**src/rtl/sync_ratio_pulse.sv**
```systemverilog
module sync_ratio_pulse #(
  parameter int SEL_W    = 3,
  parameter int MAX_CODE = 4
) (
  input  logic             clk,
  input  logic             rst_n,
  input  logic             enable,
  input  logic             sync_in,
  input  logic [SEL_W-1:0] ratio_sel,
  output logic             init_pulse,
  output logic             bad_ratio
);
  localparam int CNT_W = (MAX_CODE > 0) ? MAX_CODE : 1;

  logic [2:0]       sync_sh;
  logic [SEL_W-1:0] sel_q;
  logic [CNT_W-1:0] cnt;
  logic [CNT_W-1:0] lim;
  logic             valid, sel_chg, rise, run, hit;

  assign valid   = ratio_sel <= SEL_W'(MAX_CODE);
  assign sel_chg = ratio_sel != sel_q;
  assign lim     = CNT_W'((32'd1 << ratio_sel) - 32'd1);
  assign rise    = sync_sh[1] & ~sync_sh[2];
  assign run     = enable & valid & ~sel_chg;
  assign hit     = rise && (cnt == lim);

  always_ff @(posedge clk or negedge rst_n) begin
    if (!rst_n) begin
      sync_sh    <= '0;
      sel_q      <= '0;
      cnt        <= '0;
      init_pulse <= 1'b0;
      bad_ratio  <= 1'b0;
    end else begin
      sync_sh    <= {sync_sh[1:0], sync_in};
      sel_q      <= ratio_sel;
      bad_ratio  <= ~valid;
      init_pulse <= run & hit;
      if (!run)
        cnt <= '0;
      else if (rise)
        cnt <= hit ? '0 : cnt + 1'b1;
    end
  end
endmodule


```
**config.mk**
```make
export PLATFORM = sky130hd
export DESIGN_NAME = sync_ratio_pulse
export DESIGN_NICKNAME = d
export VERILOG_FILES = /design/src/rtl/sync_ratio_pulse.sv
export SDC_FILE = /design/constraint.sdc
export NUM_CORES = 1
export LEC_CHECK = 0
export ABC_CLOCK_PERIOD_IN_PS = 3000
export BUFFER_PORTS_ARGS = -buffer_cell sky130_fd_sc_hd__buf_2
export CAP_MARGIN = 20
export CORE_AREA = 2 2 39 41
export DETAILED_ROUTE_END_ITERATION = 7
export DIE_AREA = 0 0 41 43
export PLACE_DENSITY = 0.74
export RECOVER_POWER = 25
export SLEW_MARGIN = 40
export SYNTH_ARGS = -nofsm -noshare
export SYNTH_HDL_FRONTEND = slang
export SYNTH_SLANG_ARGS = --single-unit
```
**constraint.sdc**
```tcl
create_clock -name clk -period 3 [get_ports clk]
set_clock_uncertainty 0.15 [all_clocks]
set_input_delay 0.15 -clock clk [delete_from_list [all_inputs] [get_ports clk]]
set_output_delay 0.15 -clock clk [all_outputs]
set_load 0.1 [all_outputs]
```
==> qor.yml, run 1 <==
gr-total-overflow: 0
cpPeakStageDelay_ns: 0.53
hp-start: "enable"
finalSetupTns_ns: 0
crit_arrival_ns: 2.26
post_cts.repair.setup_buffers: 0
vdd_drop_max_mv: 0.220
die-width_um: 41
slowest_stage: "dlygate4sd3_1"
root_buffer: "clkbuf_4"
synth_top_family_by_area: "simple AND/OR/NAND/NOR gates"
fin_crit_ns: 2.22
yosysTopAreaCellShare: 0.536
syn2layout_area_growth_pct: 23.4
grt_max_degree: 13
synth_warnings: 0
detail_route.wirelength_um: 885
htreeDepth: 1
power_density_nw_per_um2: 428
finalWeightedCongestion: 0.642
drive_above_1_share: 0.200
nNetsFinal: 76
syn_area_per_cell_um2: 11.4
ys_ff_latch: 12
antenna_found_initial: 0
n_antenna_cell: 0
clock.fmax_mhz: 450
rr_startpoint: "cnt[0]"
clock-sinks: 12
synth_common_cells: "dfrtp_1 (12), nor2_1 (4), xor2_1 (4), nand2_1 (3), nor3_1 (3)"
ys_async_sr_fraction: 1.00
die_h_um: 43
synth_edf_count: 0
leakagePower_nw: 0.315
rsz0062_at_grt: "no"
regToRegSetupSlack_ns: 1.42
cts_buffer_depth: 2
synthAdderAreaFrac: 0.0446
drtIter0Drc: 2
cp_cell_sequence: "dlygate4sd3_1 -> buf_2 -> or3_4 -> ha_1 -> xor2_1 -> o211ai_1 -> nor3_4 -> nor2b_1"
crit_buf_inv: 2
io_buffers: 8
syn_nets: 58
synth.distinct_cells: 22
first_global_vias: 385
cts.repair.resized: 0
start_util: 0.405
synth.area.top_cells: "dfrtp_1 (54%), xor2_1 (6.3%), ha_1 (4.5%)"
die_area_um2: 1760
crit_required_ns: 3.03
cp_max_fo: 8
core_area_um2: 1380
clk-insertion-delay-late_ns: 0.25
p_total_mw: 0.296
status: "completed"
worst_setup_path_start_kind: "primary input"
cts_buffers: 3
cap_violations: 0
cp-end-kind: "flop"
cp_top_family: "simple AND/OR/NAND/NOR gates"
synth.area.mux_share: 0.0179
vias: 399
worstReg2RegEnd: "init_pulse"
tritoncts: "built"
cts.reportedPaths.clkPinSlew_ns: 0.06
rows: 14
final_antenna_net_count: 0
synth_flop_cell: "dfrtp_1"
synth_area_um2: 561
wire_per_inst_um: 10.9
ctsHoldBuffers: 5
slew_viol_final: 0
crit_type: "primary input to flop"
period_share: 0.741
holdPathStages: 3
synth_top_area_cell: "dfrtp_1"
hp-class: "primary input to flop"
netlist_instances: 49
hold_end: "cnt[0]"
synth_compound_area_frac: 0.0938
synth-seq-area-share: 0.536
reg2regPathDepth: 4
synth.most_common_cell: "dfrtp_1"
ios: 9
synth-simple-area-share: 0.208
synthXorXnorAreaFrac: 0.0938
hold_viol_final: 0
drc: 0
hpwl_um: 697
tightest_slew_ns: 0.629
setup_viol: 0
grt_use_total: 0.132
grt_pass1_wl_mm: 1.55
drtPass1Iterations: 3
slew_headroom: 0.581
via_per_inst: 4.93
[metal layers]
layer / GRT usage / routed length (um)
met4: 0.0800 / 0
met2: 0.206 / 479
met5: 0 / 0
met1: 0.165 / 403
met3: 0.0157 / 2
[metrics by stage]
step	hold WS [ns]	util	std cells	cell area (um2)	setup WS [ns]
floorplan	-0.296	-	49	561	1.33
global placement	-0.115	0.448	73	621	1.08
detailed placement	-0.112	0.448	73	621	1.04
CTS	0.141	0.501	81	693	0.778
global route	0.179	0.500	81	692	0.609
finish	0.147	0.500	81	692	0.776
[cell families after synthesis]
family                     Yosys count
muxes                                1
AOI/OAI and AO/OA                    8
buffers and inverters                1
and+or+nand+nor                     19
adders and majority gates            2
xor gates and xnor gates             6
DFF                                 12
[how the worst max path moves through the flow]
stage                      start          to  slack, ns  cells past startpoint
global placement    ratio_sel[0]  init_pulse       1.08                      7
global route        ratio_sel[0]  init_pulse       0.61                      8
floorplan           ratio_sel[0]  init_pulse       1.33                      6
detailed placement  ratio_sel[0]  init_pulse       1.04                      7
finish              ratio_sel[0]  init_pulse       0.78                      8
CTS                 ratio_sel[0]  init_pulse       0.78                      8
[cell usage in the layout, fill, tap and decap left out, types with 2 or more instances in the layout]
cell type and n:
a21oi_1 2, buf_2 7, nor2b_1 2, xor2_1 4, dlygate4sd3_1 5, nor3_1 3, ha_1 2, clkbuf_4 3
dfrtp_1 12, nand2b_1 2, nor2_1 4, nand2_1 3, o211ai_1 2, xnor2_1 2
[cell type report]
class                      count  area (um2)
fill                         128         692
sequential                    12         300
multi-input combinational     36         256
timing repair buffer          13        88.8
clock buffer                   3        22.5
tap                           16        20.0
inverter                       1        3.75
[worst reg2reg max path, cell delays in order (launching register included)]
cell,delay (ns)
dfrtp_1,0.45
nor4bb_1,0.31
o211ai_1,0.18
nor3_4,0.25
nor2b_1,0.16
[flip-flops by register name, indices dropped and copies added (netlist names)]
signal	cells
sel_q	3
cnt	4
init_pulse	1
sync_sh	3
bad_ratio	1
[where the power goes]
part           switching [mW]  internal (mW)
combinational          0.0233         0.0154
clock                  0.0421         0.0462
sequential            0.00231          0.167
total                  0.0677          0.228
Note: power is estimated with default switching activity, not from simulation.
==> run 2, diff against run 1 <==
--- a/config.mk
+++ b/config.mk
@@ -5,7 +5,7 @@
 export SDC_FILE = /design/constraint.sdc
 export NUM_CORES = 1
 export LEC_CHECK = 0
-export ABC_CLOCK_PERIOD_IN_PS = 3000
+export ABC_CLOCK_PERIOD_IN_PS = 2350
 export BUFFER_PORTS_ARGS = -buffer_cell sky130_fd_sc_hd__buf_2
 export CAP_MARGIN = 20
 export CORE_AREA = 2 2 39 41
==> constraint.sdc (replaced) <==
create_clock -name clk -period 2.35 [get_ports clk]
set_clock_uncertainty 0.15 [all_clocks]
set_input_delay 0.1175 -clock clk [delete_from_list [all_inputs] [get_ports clk]]
set_output_delay 0.1175 -clock clk [all_outputs]
set_load 0.1 [all_outputs]
==> run 2 against run 1 <==
Effect of this change:
- worst setup slack got worse by 0.60 ns
- sequential cell count is the same
- combinational power is 29% higher
- cell count stayed put
- sequential share of layout area unchanged
- global-route usage decreased by 0.51 points
- clock-buffer cell count is the same
- via count up 0.50%
- total power up 28%
- routed wire length down 0.23%
- critical path depth did not move
- first-iteration DRC count rose to 3.5 times the previous value
- critical path type unchanged
- largest cell class unchanged
==> qor.yml, run 2 (same netlist as run 1, synthesis figures left out) <==
ios: 9
cts_buffers: 3
nNetsFinal: 76
hp-start: "enable"
start_util: 0.405
final_common_cell: "dfrtp_1"
antenna_found_initial: 0
htreeDepth: 1
syn2layout_area_growth_pct: 23.4
root_buffer: "clkbuf_4"
largest_register_ffs: 4
final_antenna_net_count: 0
drtPass1Iterations: 4
crit_type: "primary input to flop"
vdd_drop_max_mv: 0.302
drc: 0
grt_max_degree: 13
grtUsageMet3: 0.0314
n_antenna_cell: 0
hp-class: "primary input to flop"
via_per_inst: 4.95
cts_buffer_depth: 2
vias: 401
internal_power_mw: 0.292
worst_setup_path_start_kind: "primary input"
met1_usage: 0.179
die-width_um: 41
grt_use_total: 0.127
setup_viol: 0
drtIter0Drc: 7
tritoncts: "built"
hold_end: "cnt[0]"
top_register: "cnt"
pwr-share-comb: 0.131
rsz0062_at_grt: "no"
crit_required_ns: 2.39
worstReg2RegEnd: "init_pulse"
cp_max_fo: 8
core_area_um2: 1380
cts.repair.resized: 0
regToRegSetupSlack_ns: 0.76
die_h_um: 43
finalSetupTns_ns: 0
slew_viol_final: 0
fin_crit_ns: 2.17
cap_violations: 0
switching_power_mw: 0.0887
clk-insertion-delay-late_ns: 0.26
power_frac_seq: 0.567
layout_common_cells: "dfrtp_1 (12), buf_2 (7), dlygate4sd3_1 (5)"
die_area_um2: 1760
final_util: 0.500
hold_viol_final: 0
nFillCells: 131
pwr-share-clk: 0.302
slew_headroom: 0.596
clock.fmax_mhz: 460
gr-total-overflow: 0
grt-busiest-layer: "met1"
finalWeightedCongestion: 0.642
rr_startpoint: "cnt[0]"
wire_per_inst_um: 10.9
hpwl_um: 651
detail_route.wirelength_um: 883
cp-end-kind: "flop"
grtUsageMet2: 0.159
drive_above_1_share: 0.200
netSwitchingFraction: 0.233
status: "completed"
leakagePower_nw: 0.315
reg2regPathDepth: 4
power_density_nw_per_um2: 550
first_global_vias: 348
clock-sinks: 12
io_buffers: 8
tightest_slew_ns: 0.606
largestRegisters: "cnt (4), sel_q (3), sync_sh (3)"
grt_pass1_wl_mm: 1.44
rows: 14
crit_arrival_ns: 2.21
cts.reportedPaths.clkPinSlew_ns: 0.06
period_share: 0.925
holdPathStages: 3
run 2: cell counts in the layout (fill, tap and decap cells not counted):
Identical to the previous run, type by type.
run 2: how the worst max path moves through the flow:
| stage | slack [ns] | from | end | depth (start not counted) |
|---|---|---|---|---|
| 2_1_floorplan | 0.71 | ratio_sel[0] | init_pulse | 6 |
| 3_3_place_gp | 0.47 | ratio_sel[0] | init_pulse | 7 |
| 3_5_place_dp | 0.45 | ratio_sel[0] | init_pulse | 7 |
| 4_1_cts | 0.18 | ratio_sel[0] | init_pulse | 8 |
| 5_1_grt | 0.09 | ratio_sel[0] | init_pulse | 8 |
| 6_report | 0.18 | ratio_sel[0] | init_pulse | 8 |
run 2: power by group through the flow:
stage	clock, mW	combinational (mW)	sequential (mW)
finish	0.115	0.0499	0.216
global route	0.138	0.0554	0.216
CTS	0.124	0.0504	0.216
detailed placement	0	0.0441	0.220
global placement	0	0.0429	0.220
floorplan	0	0.0188	0.228
run 2: stage by stage:
step / instance area, um2 / setup WS (ns) / hold WS [ns] / std cells / total power, mW
after CTS: 693 / 0.177 / 0.0698 / 81 / 0.390
after detailed placement: 621 / 0.454 / -0.147 / 73 / 0.264
after global routing: 692 / 0.0854 / 0.0981 / 81 / 0.410
final: 692 / 0.176 / 0.0824 / 81 / 0.381
after floorplan: 561 / 0.711 / -0.328 / 49 / 0.246
after global placement: 621 / 0.466 / -0.148 / 73 / 0.262
run 2: repair_timing:
item / in CTS / in global routing
endpoints found under the hold margin: 17 / 0
buffers inserted: 0 / 0
hold buffers: 5 / 0
run 2: layer usage:
metal  part of all wire  wire, um  up-vias
met3              0.012        11        0
li1                   -         -      210
met1               0.50       443      186
met5                  0         0        -
met4                  0         0        0
met2               0.48       428        5
run 2: area by class of cell:
class	count	area [um2]	share of cell area
Sequential cell	12	300	0.434
Clock buffer	3	22.5	0.0325
Multi-Input combinational cell	36	256	0.371
Timing Repair Buffer	13	88.8	0.128
Inverter	1	3.75	0.00542
Tap cell	16	20.0	0.0289
run 2: critical path: stages:
cell,delay (ns)
dlygate4sd3_1,0.53
buf_2,0.16
or3_4,0.39
ha_1,0.31
xor2_1,0.13
o211ai_1,0.16
nor3_4,0.24
nor2b_1,0.16
==> run 3, diff against run 2 <==
--- a/config.mk
+++ b/config.mk
@@ -12,7 +12,6 @@
 export DETAILED_ROUTE_END_ITERATION = 7
 export DIE_AREA = 0 0 41 43
 export PLACE_DENSITY = 0.74
-export RECOVER_POWER = 25
 export SLEW_MARGIN = 40
 export SYNTH_ARGS = -nofsm -noshare
 export SYNTH_HDL_FRONTEND = slang
==> run 3 against run 2 <==
Effect of this change:
- design area is 0.18% higher
- largest cell class unchanged
- global-route usage stayed put
- worst setup slack better by 0.0014 ns
- critical path type unchanged
==> qor.yml, run 3 (same netlist as run 1, synthesis figures left out) <==
ctsHoldBuffers: 5
period_share: 0.924
vias: 399
finalSetupTns_ns: 0
dp.cells: 73
cts_buffers: 3
slew_viol_final: 0
cp-end-kind: "flop"
rr_startpoint: "cnt[0]"
drtPass1Iterations: 4
final_common_cell: "dfrtp_1"
largestRegisters: "cnt (4), sel_q (3), sync_sh (3)"
met1_usage: 0.179
pwr-share-clk: 0.304
largest_register_ffs: 4
leakagePower_nw: 0.317
critPathLaunch: "ratio_sel[0]"
grtUsageMet3: 0.0314
crit_required_ns: 2.39
hp-class: "primary input to flop"
rows: 14
cap_violations: 0
grt_pass1_wl_mm: 1.44
nFillCells: 132
die-width_um: 41
setup_viol: 0
via_per_inst: 4.93
die_area_um2: 1760
vdd_drop_max_mv: 0.306
io_buffers: 8
first_global_vias: 348
final_antenna_net_count: 0
hp-start: "enable"
final_util: 0.501
pwr-share-comb: 0.131
wire_per_inst_um: 11.1
grt_use_total: 0.127
rsz0062_at_grt: "no"
worst_setup_path_start_kind: "primary input"
cts_buffer_depth: 2
netSwitchingFraction: 0.236
tightest_slew_ns: 0.483
tritoncts: "built"
finalWeightedCongestion: 0.642
fin_crit_ns: 2.17
clock-sinks: 12
drive_above_1_share: 0.215
hold_viol_final: 0
cp_max_fo: 8
crit_type: "primary input to flop"
power_density_nw_per_um2: 551
grt_max_degree: 13
nNetsFinal: 76
final_cell_count_no_fill: 81
hold_ws_ns: 0.0836
antenna_found_initial: 0
ios: 9
dpl_cell_area_um2: 621
root_buffer: "clkbuf_4"
core_area_um2: 1380
htreeDepth: 1
syn2layout_area_growth_pct: 23.7
top_register: "cnt"
cts.repair.resized: 0
grtUsageMet2: 0.159
post_cts.repair.setup_buffers: 0
drtIter0Drc: 7
detail_route.wirelength_um: 896
die_h_um: 43
drc: 0
clock.fmax_mhz: 460
power_frac_seq: 0.565
grt-busiest-layer: "met1"
switching_power_mw: 0.0901
start_util: 0.405
crit_arrival_ns: 2.21
gr-total-overflow: 0
cts.reportedPaths.clkPinSlew_ns: 0.06
fin_area_um2: 693
status: "completed"
clk-insertion-delay-late_ns: 0.26
layout_common_cells: "dfrtp_1 (12), buf_2 (8), dlygate4sd3_1 (5)"
slew_headroom: 0.680
hpwl_um: 651
internal_power_mw: 0.292
n_antenna_cell: 0
run 3: cell types whose count changed in the layout (fill, tap and decap cells not counted):
| cell | previous run | this run |
|---|---|---|
| buf_2 | 7 | 8 |
| clkbuf_1 | 1 | 0 |
run 3: power by group through the flow:
stage	Sequential (mW)	Combinational, mW	Clock [mW]
floorplan	0.228	0.0188	0
global placement	0.220	0.0429	0
detailed placement	0.220	0.0441	0
CTS	0.216	0.0504	0.124
global route	0.216	0.0558	0.138
finish	0.216	0.0502	0.116
run 3: critical path: stages:
cell,delay [ns]
dlygate4sd3_1,0.53
buf_2,0.16
or3_4,0.39
ha_1,0.31
xor2_1,0.13
o211ai_1,0.16
nor3_4,0.24
nor2b_1,0.16
run 3: metal layers:
layer,routed length (um),share of wire
met2,427,0.48
met1,457,0.51
met5,0,0
met4,0,0
met3,11,0.012
run 3: final timing paths:
kind                                   end  slack, ns  depth (start not counted)
worst max-delay path            init_pulse       0.18                          8
worst min-delay path                cnt[0]       0.08                          3
worst min register to register  sync_sh[1]       0.20                          0
max in group asynchronous           cnt[1]       1.73                          2
min in group asynchronous         sel_q[2]       0.11                          2
worst max register to register  init_pulse       0.76                          4
run 3: cell type report:
class | count | area, um2 | area share
tap | 16 | 20.0 | 0.0289
clock buffer | 3 | 22.5 | 0.0325
multi-input combinational | 36 | 256 | 0.370
timing repair buffer | 13 | 90.1 | 0.130
inverter | 1 | 3.75 | 0.00542
sequential | 12 | 300 | 0.433
run 3: through the flow:
stage | worst slack (ns) | total power [mW]
after floorplan | 0.711 | 0.246
after global placement | 0.466 | 0.262
after detailed placement | 0.454 | 0.264
after CTS | 0.177 | 0.390
after global routing | 0.0854 | 0.410
final | 0.178 | 0.382
